$ cat config.mk
export PLATFORM = sky130hd
export DESIGN_NAME = symkern_dot
export DESIGN_NICKNAME = d
export VERILOG_FILES = /design/src/rtl/skdp_pkg.sv /design/src/rtl/skdp_weight_bank.sv /design/src/rtl/skdp_shift_term.sv /design/src/rtl/skdp_add_level.sv /design/src/rtl/symkern_dot.sv
export SDC_FILE = /design/constraint.sdc
export NUM_CORES = 1
export LEC_CHECK = 0
export BUFFER_PORTS_ARGS = -buffer_cell sky130_fd_sc_hd__buf_4
export CAP_MARGIN = 20
export CORE_AREA = 2 2 294 296
export DETAILED_ROUTE_END_ITERATION = 10
export DIE_AREA = 0 0 296 298
export PLACE_DENSITY = 0.62
export SYNTH_ARGS = -nofsm -noshare
export SYNTH_HDL_FRONTEND = slang
export SYNTH_HIERARCHICAL = 1
export SYNTH_SLANG_ARGS = --single-unit
export TNS_END_PERCENT = 30
$ cat constraint.sdc
create_clock -name clk -period 3.2 [get_ports clk]
set_input_delay 0.64 -clock clk [delete_from_list [all_inputs] [get_ports clk]]
set_output_delay 0.64 -clock clk [all_outputs]
set_load 0.005 [all_outputs]
$ cat src/rtl/skdp_pkg.sv
package skdp_pkg;
  localparam int TAPS  = 9;
  localparam int SH_W  = 3;
  localparam int CODE_W = SH_W + 1;

  typedef enum logic [1:0] {
    SEL_MID    = 2'd0,
    SEL_SIDE   = 2'd1,
    SEL_CORNER = 2'd2,
    SEL_NONE   = 2'd3
  } wsel_e;

  typedef struct packed {
    logic            neg;
    logic [SH_W-1:0] sh;
  } wcode_t;

  function automatic wsel_e tap_class(input int p);
    if (p == TAPS / 2) return SEL_MID;
    else if (p % 2 == 1) return SEL_SIDE;
    else return SEL_CORNER;
  endfunction
endpackage

$ cat src/rtl/skdp_weight_bank.sv
module skdp_weight_bank
  import skdp_pkg::*;
(
  input  logic   clk,
  input  logic   rst,
  input  logic   we,
  input  wsel_e  sel,
  input  wcode_t wdata,
  input  logic   lock,
  output wcode_t w_mid,
  output wcode_t w_side,
  output wcode_t w_corner
);
  always_ff @(posedge clk) begin
    if (rst) begin
      w_mid    <= '0;
      w_side   <= '0;
      w_corner <= '0;
    end else if (we && !lock) begin
      case (sel)
        SEL_MID:    w_mid    <= wdata;
        SEL_SIDE:   w_side   <= wdata;
        SEL_CORNER: w_corner <= wdata;
        default:    ;
      endcase
    end
  end
endmodule

$ cat src/rtl/skdp_shift_term.sv
module skdp_shift_term
  import skdp_pkg::*;
#(
  parameter int PIX_W = 8,
  parameter int ACC_W = 20
) (
  input  logic [PIX_W-1:0] pix,
  input  wcode_t           w,
  output logic [ACC_W-1:0] term
);
  logic [ACC_W-1:0] mag;
  assign mag  = {{(ACC_W-PIX_W){1'b0}}, pix} << w.sh;
  assign term = w.neg ? (~mag + 1'b1) : mag;
endmodule

$ cat src/rtl/skdp_add_level.sv
module skdp_add_level #(
  parameter int N_IN = 9,
  parameter int W    = 20
) (
  input  logic                         clk,
  input  logic                         rst,
  input  logic                         vin,
  input  logic [N_IN*W-1:0]            din,
  output logic                         vout,
  output logic [((N_IN+1)/2)*W-1:0]    dout
);
  localparam int NP    = N_IN / 2;
  localparam int N_OUT = (N_IN + 1) / 2;

  logic [N_OUT*W-1:0] nxt;

  for (genvar i = 0; i < NP; i++) begin : g_pair
    assign nxt[i*W +: W] = din[2*i*W +: W] + din[(2*i+1)*W +: W];
  end

  if (N_IN % 2 == 1) begin : g_carry
    assign nxt[NP*W +: W] = din[(N_IN-1)*W +: W];
  end

  always_ff @(posedge clk) begin
    if (rst) vout <= 1'b0;
    else     vout <= vin;
  end

  always_ff @(posedge clk) begin
    if (vin) dout <= nxt;
  end
endmodule

$ cat src/rtl/symkern_dot.sv
module symkern_dot
  import skdp_pkg::*;
#(
  parameter  int PIX_W = 8,
  localparam int ACC_W = PIX_W + (1 << SH_W) + $clog2(TAPS)
) (
  input  logic                  clk,
  input  logic                  rst,
  input  logic                  cfg_we,
  input  logic [1:0]            cfg_sel,
  input  logic [CODE_W-1:0]     cfg_code,
  input  logic                  win_valid,
  input  logic [TAPS*PIX_W-1:0] win_pix,
  output logic                  dot_valid,
  output logic [ACC_W-1:0]      dot_sum
);
  localparam int N1 = TAPS;
  localparam int N2 = (N1 + 1) / 2;
  localparam int N3 = (N2 + 1) / 2;
  localparam int N4 = (N3 + 1) / 2;

  wcode_t w_mid, w_side, w_corner;
  logic   cfg_lock;
  logic   v1, v2, v3, v4;

  logic [N1*ACC_W-1:0] term_c, term_q;
  logic [N2*ACC_W-1:0] sum2;
  logic [N3*ACC_W-1:0] sum3;
  logic [N4*ACC_W-1:0] sum4;

  assign cfg_lock = win_valid | v1 | v2 | v3 | v4;

  skdp_weight_bank u_bank (
    .clk      (clk),
    .rst      (rst),
    .we       (cfg_we),
    .sel      (wsel_e'(cfg_sel)),
    .wdata    (wcode_t'(cfg_code)),
    .lock     (cfg_lock),
    .w_mid    (w_mid),
    .w_side   (w_side),
    .w_corner (w_corner)
  );

  for (genvar p = 0; p < TAPS; p++) begin : g_tap
    wcode_t wsel;
    if (tap_class(p) == SEL_MID) begin : g_mid
      assign wsel = w_mid;
    end else if (tap_class(p) == SEL_SIDE) begin : g_side
      assign wsel = w_side;
    end else begin : g_corner
      assign wsel = w_corner;
    end
    skdp_shift_term #(.PIX_W(PIX_W), .ACC_W(ACC_W)) u_term (
      .pix  (win_pix[p*PIX_W +: PIX_W]),
      .w    (wsel),
      .term (term_c[p*ACC_W +: ACC_W])
    );
  end

  always_ff @(posedge clk) begin
    if (rst) v1 <= 1'b0;
    else     v1 <= win_valid;
  end

  always_ff @(posedge clk) begin
    if (win_valid) term_q <= term_c;
  end

  skdp_add_level #(.N_IN(N1), .W(ACC_W)) u_lvl1 (
    .clk(clk), .rst(rst), .vin(v1), .din(term_q), .vout(v2), .dout(sum2));
  skdp_add_level #(.N_IN(N2), .W(ACC_W)) u_lvl2 (
    .clk(clk), .rst(rst), .vin(v2), .din(sum2), .vout(v3), .dout(sum3));
  skdp_add_level #(.N_IN(N3), .W(ACC_W)) u_lvl3 (
    .clk(clk), .rst(rst), .vin(v3), .din(sum3), .vout(v4), .dout(sum4));
  skdp_add_level #(.N_IN(N4), .W(ACC_W)) u_lvl4 (
    .clk(clk), .rst(rst), .vin(v4), .din(sum4), .vout(dot_valid), .dout(dot_sum));
endmodule

==> results.md <==
| Parameter | Value | Unit |
|:---|:---|:---|
| Run status | completed | - |
| Detailed-routed wire length on met3 | 2420 | um |
| Proportion of register bits with asynchronous set or reset after synthesis | 0 | - |
| Portion of the clock cycle consumed by the worst path in the final layout | 0.895 | - |
| Crit. End Element | flop | - |
| Iter 0 DRT Violations | 1479 | - |
| Distinct cell type count after synthesis | 111 | - |
| Setup-failing EPs final | 0 | - |
| Switching fraction of total power | 0.271 | - |
| Gpl congestion | 0.870 | - |
| Slew margin rel. | 0.323 | - |
| Count of nets after finishing | 3103 | - |
| Startpoint type of the worst setup path | flop | - |
| Dominant cells by area after synthesis | sky130_fd_sc_hd__edfxtp_1 41%, sky130_fd_sc_hd__ha_1 6.8%, sky130_fd_sc_hd__xor2_1 3.6%, sky130_fd_sc_hd__nand2_1 3.5%, sky130_fd_sc_hd__xnor2_1 3.5% | - |
| Fmax achieved | 349 | MHz |
| Flop and latch count out of synthesis | 417 | - |
| Actual slew at the worst max-slew pin | 1.01 | ns |
| Setup total negative slack | 0 | ns |
| Leakage component of the power | 12.4 | nW |
| Starting density of the core | 0.347 | - |
| DR WL/cell | 16.8 | um |
| Internal power summed over all cells | 10.9 | mW |
| Final HPWL DP | 51600 | um |
| Number of buffers on the longest clock path | 3 | - |
| Required arrival time at the worst endpoint | 3.48 | ns |
| Post-synthesis cell count | 2777 | - |
| First-pass GRT wire length | 108000 | um |
| CP cell instances | ha_1, a21oi_1, a21boi_0, a311oi_1, o211ai_1, mux2i_1, a2111oi_0 | - |
| Commonest cells after routing, fill and taps aside | 400 x sky130_fd_sc_hd__edfxtp_1, 276 x sky130_fd_sc_hd__nand2_1, 174 x sky130_fd_sc_hd__a21oi_1, 161 x sky130_fd_sc_hd__ha_1, 151 x sky130_fd_sc_hd__o21ai_0 | - |
| Part of the power in registers | 0.440 | - |
| Detailed Route WL | 67800 | um |
| Final hold violations | 0 | - |
| Number of antenna violations at the first check in global routing | 3 | - |
| Core box area | 84900 | um2 |
| Num rows | 107 | - |
| Count of clock tree sinks | 417 | - |
| Via count of the first global-routing pass | 20.2k | - |
| Worst Path Arrival | 3.15 | ns |
| IO Pins | 103 | - |
| CTS-repair resized insts | 0 | - |
| Overall track demand over capacity in global routing | 0.152 | - |
| Count of antenna-violating nets left after detailed routing | 0 | - |
| Hold-fix buffers, CTS | 0 | - |
| Skew-Pair Late Insertion Delay | 0.60 | ns |
| Count of synthesis-stage warnings from yosys | 6 | - |
| Kind of critical path | reg -> reg | - |
| Worst path slowest cell | sky130_fd_sc_hd__a2111oi_0 | - |
| Combinational fraction of design power | 0.189 | - |
| Overall die width | 296 | um |
| Clock tree from TritonCTS | built | - |
| Ys flop type | sky130_fd_sc_hd__edfxtp_1 | - |
| Count of vias placed by the detailed router | 21.2k | - |
| Pwr dens | 453 | nW/um2 |
| Pin count of the biggest net entering global routing | 125 | - |
| Share of post-route cells with drive strength above 1 | 0.158 | - |
| Post-CTS setup-driven buffer insertion count | 0 | - |
| Clk root buf | sky130_fd_sc_hd__clkbuf_16 | - |
| Area of the die | 88200 | um2 |
| Clock-pin slew of the registers on the worst-case setup and hold paths | 0.06 | ns |
| Number of inserted filler cells in the final layout | 8356 | - |
| Max cap viols | 0 | - |
| Iteration count of the initial detailed-routing pass | 6 | - |
| Post-Syn Area | 29500 | um2 |
| Delay of the slowest critical-path stage | 0.64 | ns |
| Final clock skew | 0.0278 | ns |
| Total count of max-transition violations in the final report | 0 | - |
| Critical-path maximum fanout | 10 | - |
| Unrepaired setup endpoints after global routing | false | - |
| DR DRC count | 0 | - |
| Number of input and output port buffers inserted | 102 | - |
| Mapped Nets | 3028 | - |
| Library cell occupying the most area in the post-synthesis netlist | sky130_fd_sc_hd__edfxtp_1 | - |
| Post-synthesis sequential area ratio | 0.419 | - |
| Highest ir drop seen on vdd | 0.402 | mV |
| Worst min path class | in -> reg | - |
| Most common library cell in the layout ignoring fill and taps | sky130_fd_sc_hd__edfxtp_1 | - |
| Vertical extent of the die | 298 | um |
| Via-to-Cell Ratio | 5.25 | - |
| Number of buffers created by CTS | 47 | - |
| Final Critical Period | 2.86 | ns |
| Avg Cell Area, Syn | 10.6 | um2 |
| H-tree levels | 2 | - |
| Area share of the largest cell type after synthesis | 0.408 | - |
| Met1 wire length | 33000 | um |
| Highest routing layer actually used | met4 | - |
| Overall overflow remaining after global route | 0 | - |
| Total power | 15.0 | mW |
| Number of flops mapped to enable cells by yosys | 400 | - |
| Post-synthesis to final-layout area growth | 12.2 | % |
| Amount of wire on met2 after detailed routing | 30800 | um |
| Net switching power of the design | 4.06 | mW |
| Clock share of power | 0.370 | - |
## power groups by stage
stage	Combinational, mW	Clock, mW	Sequential [mW]
detailed placement	2.81	0	6.72
floorplan	2.06	0	6.64
global route	3.15	5.93	6.62
global placement	2.79	0	6.71
CTS	2.83	5.71	6.60
finish	2.83	5.55	6.59
## metrics by stage
stage / cell area [um2] / util / hold slack, ns / cells / setup slack (ns)
finish: 33100 / 0.389 / 0.409 / 4037 / 0.335
CTS: 33100 / 0.389 / 0.371 / 4034 / 0.326
global placement: 31400 / 0.370 / 0.402 / 3947 / 0.402
floorplan: 29500 / - / 0.400 / 2777 / 0.587
detailed placement: 31400 / 0.370 / 0.405 / 3947 / 0.357
global route: 33100 / 0.389 / 0.396 / 4037 / 0.0195
## metal layers
layer | GRT usage | vias to the layer above
met5 | 0 | -
met1 | 0.217 | 9988
li1 | - | 10800
met4 | 0.0468 | 0
met3 | 0.0188 | 85
met2 | 0.238 | 373
## state kept, by name, indices dropped and copies added (netlist names)
name             flops
u_bank/w_side        4
u_lvl4/vout          1
u_bank/w_mid         4
u_lvl3/dout         40
u_lvl2/vout          1
term_q             180
v1                   1
u_lvl4/dout         20
u_bank/w_corner      4
u_lvl1/dout        100
u_lvl2/dout         60
u_lvl1/vout          1
u_lvl3/vout          1
## Yosys cell counts (all sizes together) (11+ instances only)
| master | number |
|---|---|
| or2 | 14 |
| nand2 | 277 |
| and3 | 28 |
| nor2b | 61 |
| o22ai | 11 |
| nand3 | 43 |
| nor3 | 32 |
| o211ai | 36 |
| mux2i | 90 |
| clkbuf | 83 |
| o31ai | 14 |
| o41ai | 15 |
| o21ai | 190 |
| xnor2 | 120 |
| a21o | 73 |
| a211oi | 74 |
| dfxtp | 17 |
| o21bai | 24 |
| mux4 | 14 |
| a311oi | 18 |
| a22o | 16 |
| a31oi | 29 |
| inv | 80 |
| mux2 | 60 |
| o221ai | 15 |
| xor2 | 122 |
| a21oi | 178 |
| and2 | 12 |
| buf | 42 |
| nand2b | 58 |
| a21boi | 42 |
| ha | 161 |
| or3 | 20 |
| nor2 | 105 |
| nand4 | 45 |
| edfxtp | 400 |
## area by class of cell
cell class	instances	area, um2	share of cell area
flip-flops and latches	417	12400	0.375
well taps	1144	1430	0.0433
inverters	80	300	0.00908
clock inverters	35	412	0.0125
multi-input cells	2155	16100	0.488
diodes	3	7.51	0.000227
repair buffers	151	1190	0.0359
clock buffers	52	1190	0.0361
## worst max-delay path, delay by kind of cell, from the launching register on
kind	cells	cell delay [ns]
compound gates	5	1.61
fa+ha+maj	1	0.43
flops	1	0.37
mux	1	0.16
## logic make-up (layout without fill, tap and decap cells)
group / after synthesis / count (layout) / share of synthesized area
compound gates: 834 / 834 / 0.201
simple gates: 746 / 746 / 0.132
flops: 417 / 417 / 0.419
xor+xnor: 242 / 242 / 0.0725
buf+inv: 205 / 318 / 0.0328
fa+ha+maj: 169 / 169 / 0.0738
mux: 164 / 164 / 0.0684
other cells: 0 / 3 / 0
## final timing paths
path | startpoint | to | slack (ns) | cells past startpoint
max | term_q[93] | u_lvl1/dout[59] | 0.34 | 7
min | cfg_sel[0] | u_bank/w_mid[2] | 0.41 | 3
max reg2reg | term_q[93] | u_lvl1/dout[59] | 0.34 | 7
min reg2reg | term_q[179] | u_lvl1/dout[99] | 0.42 | 0
No activity file was read; power rests on OpenSTA's default activity.
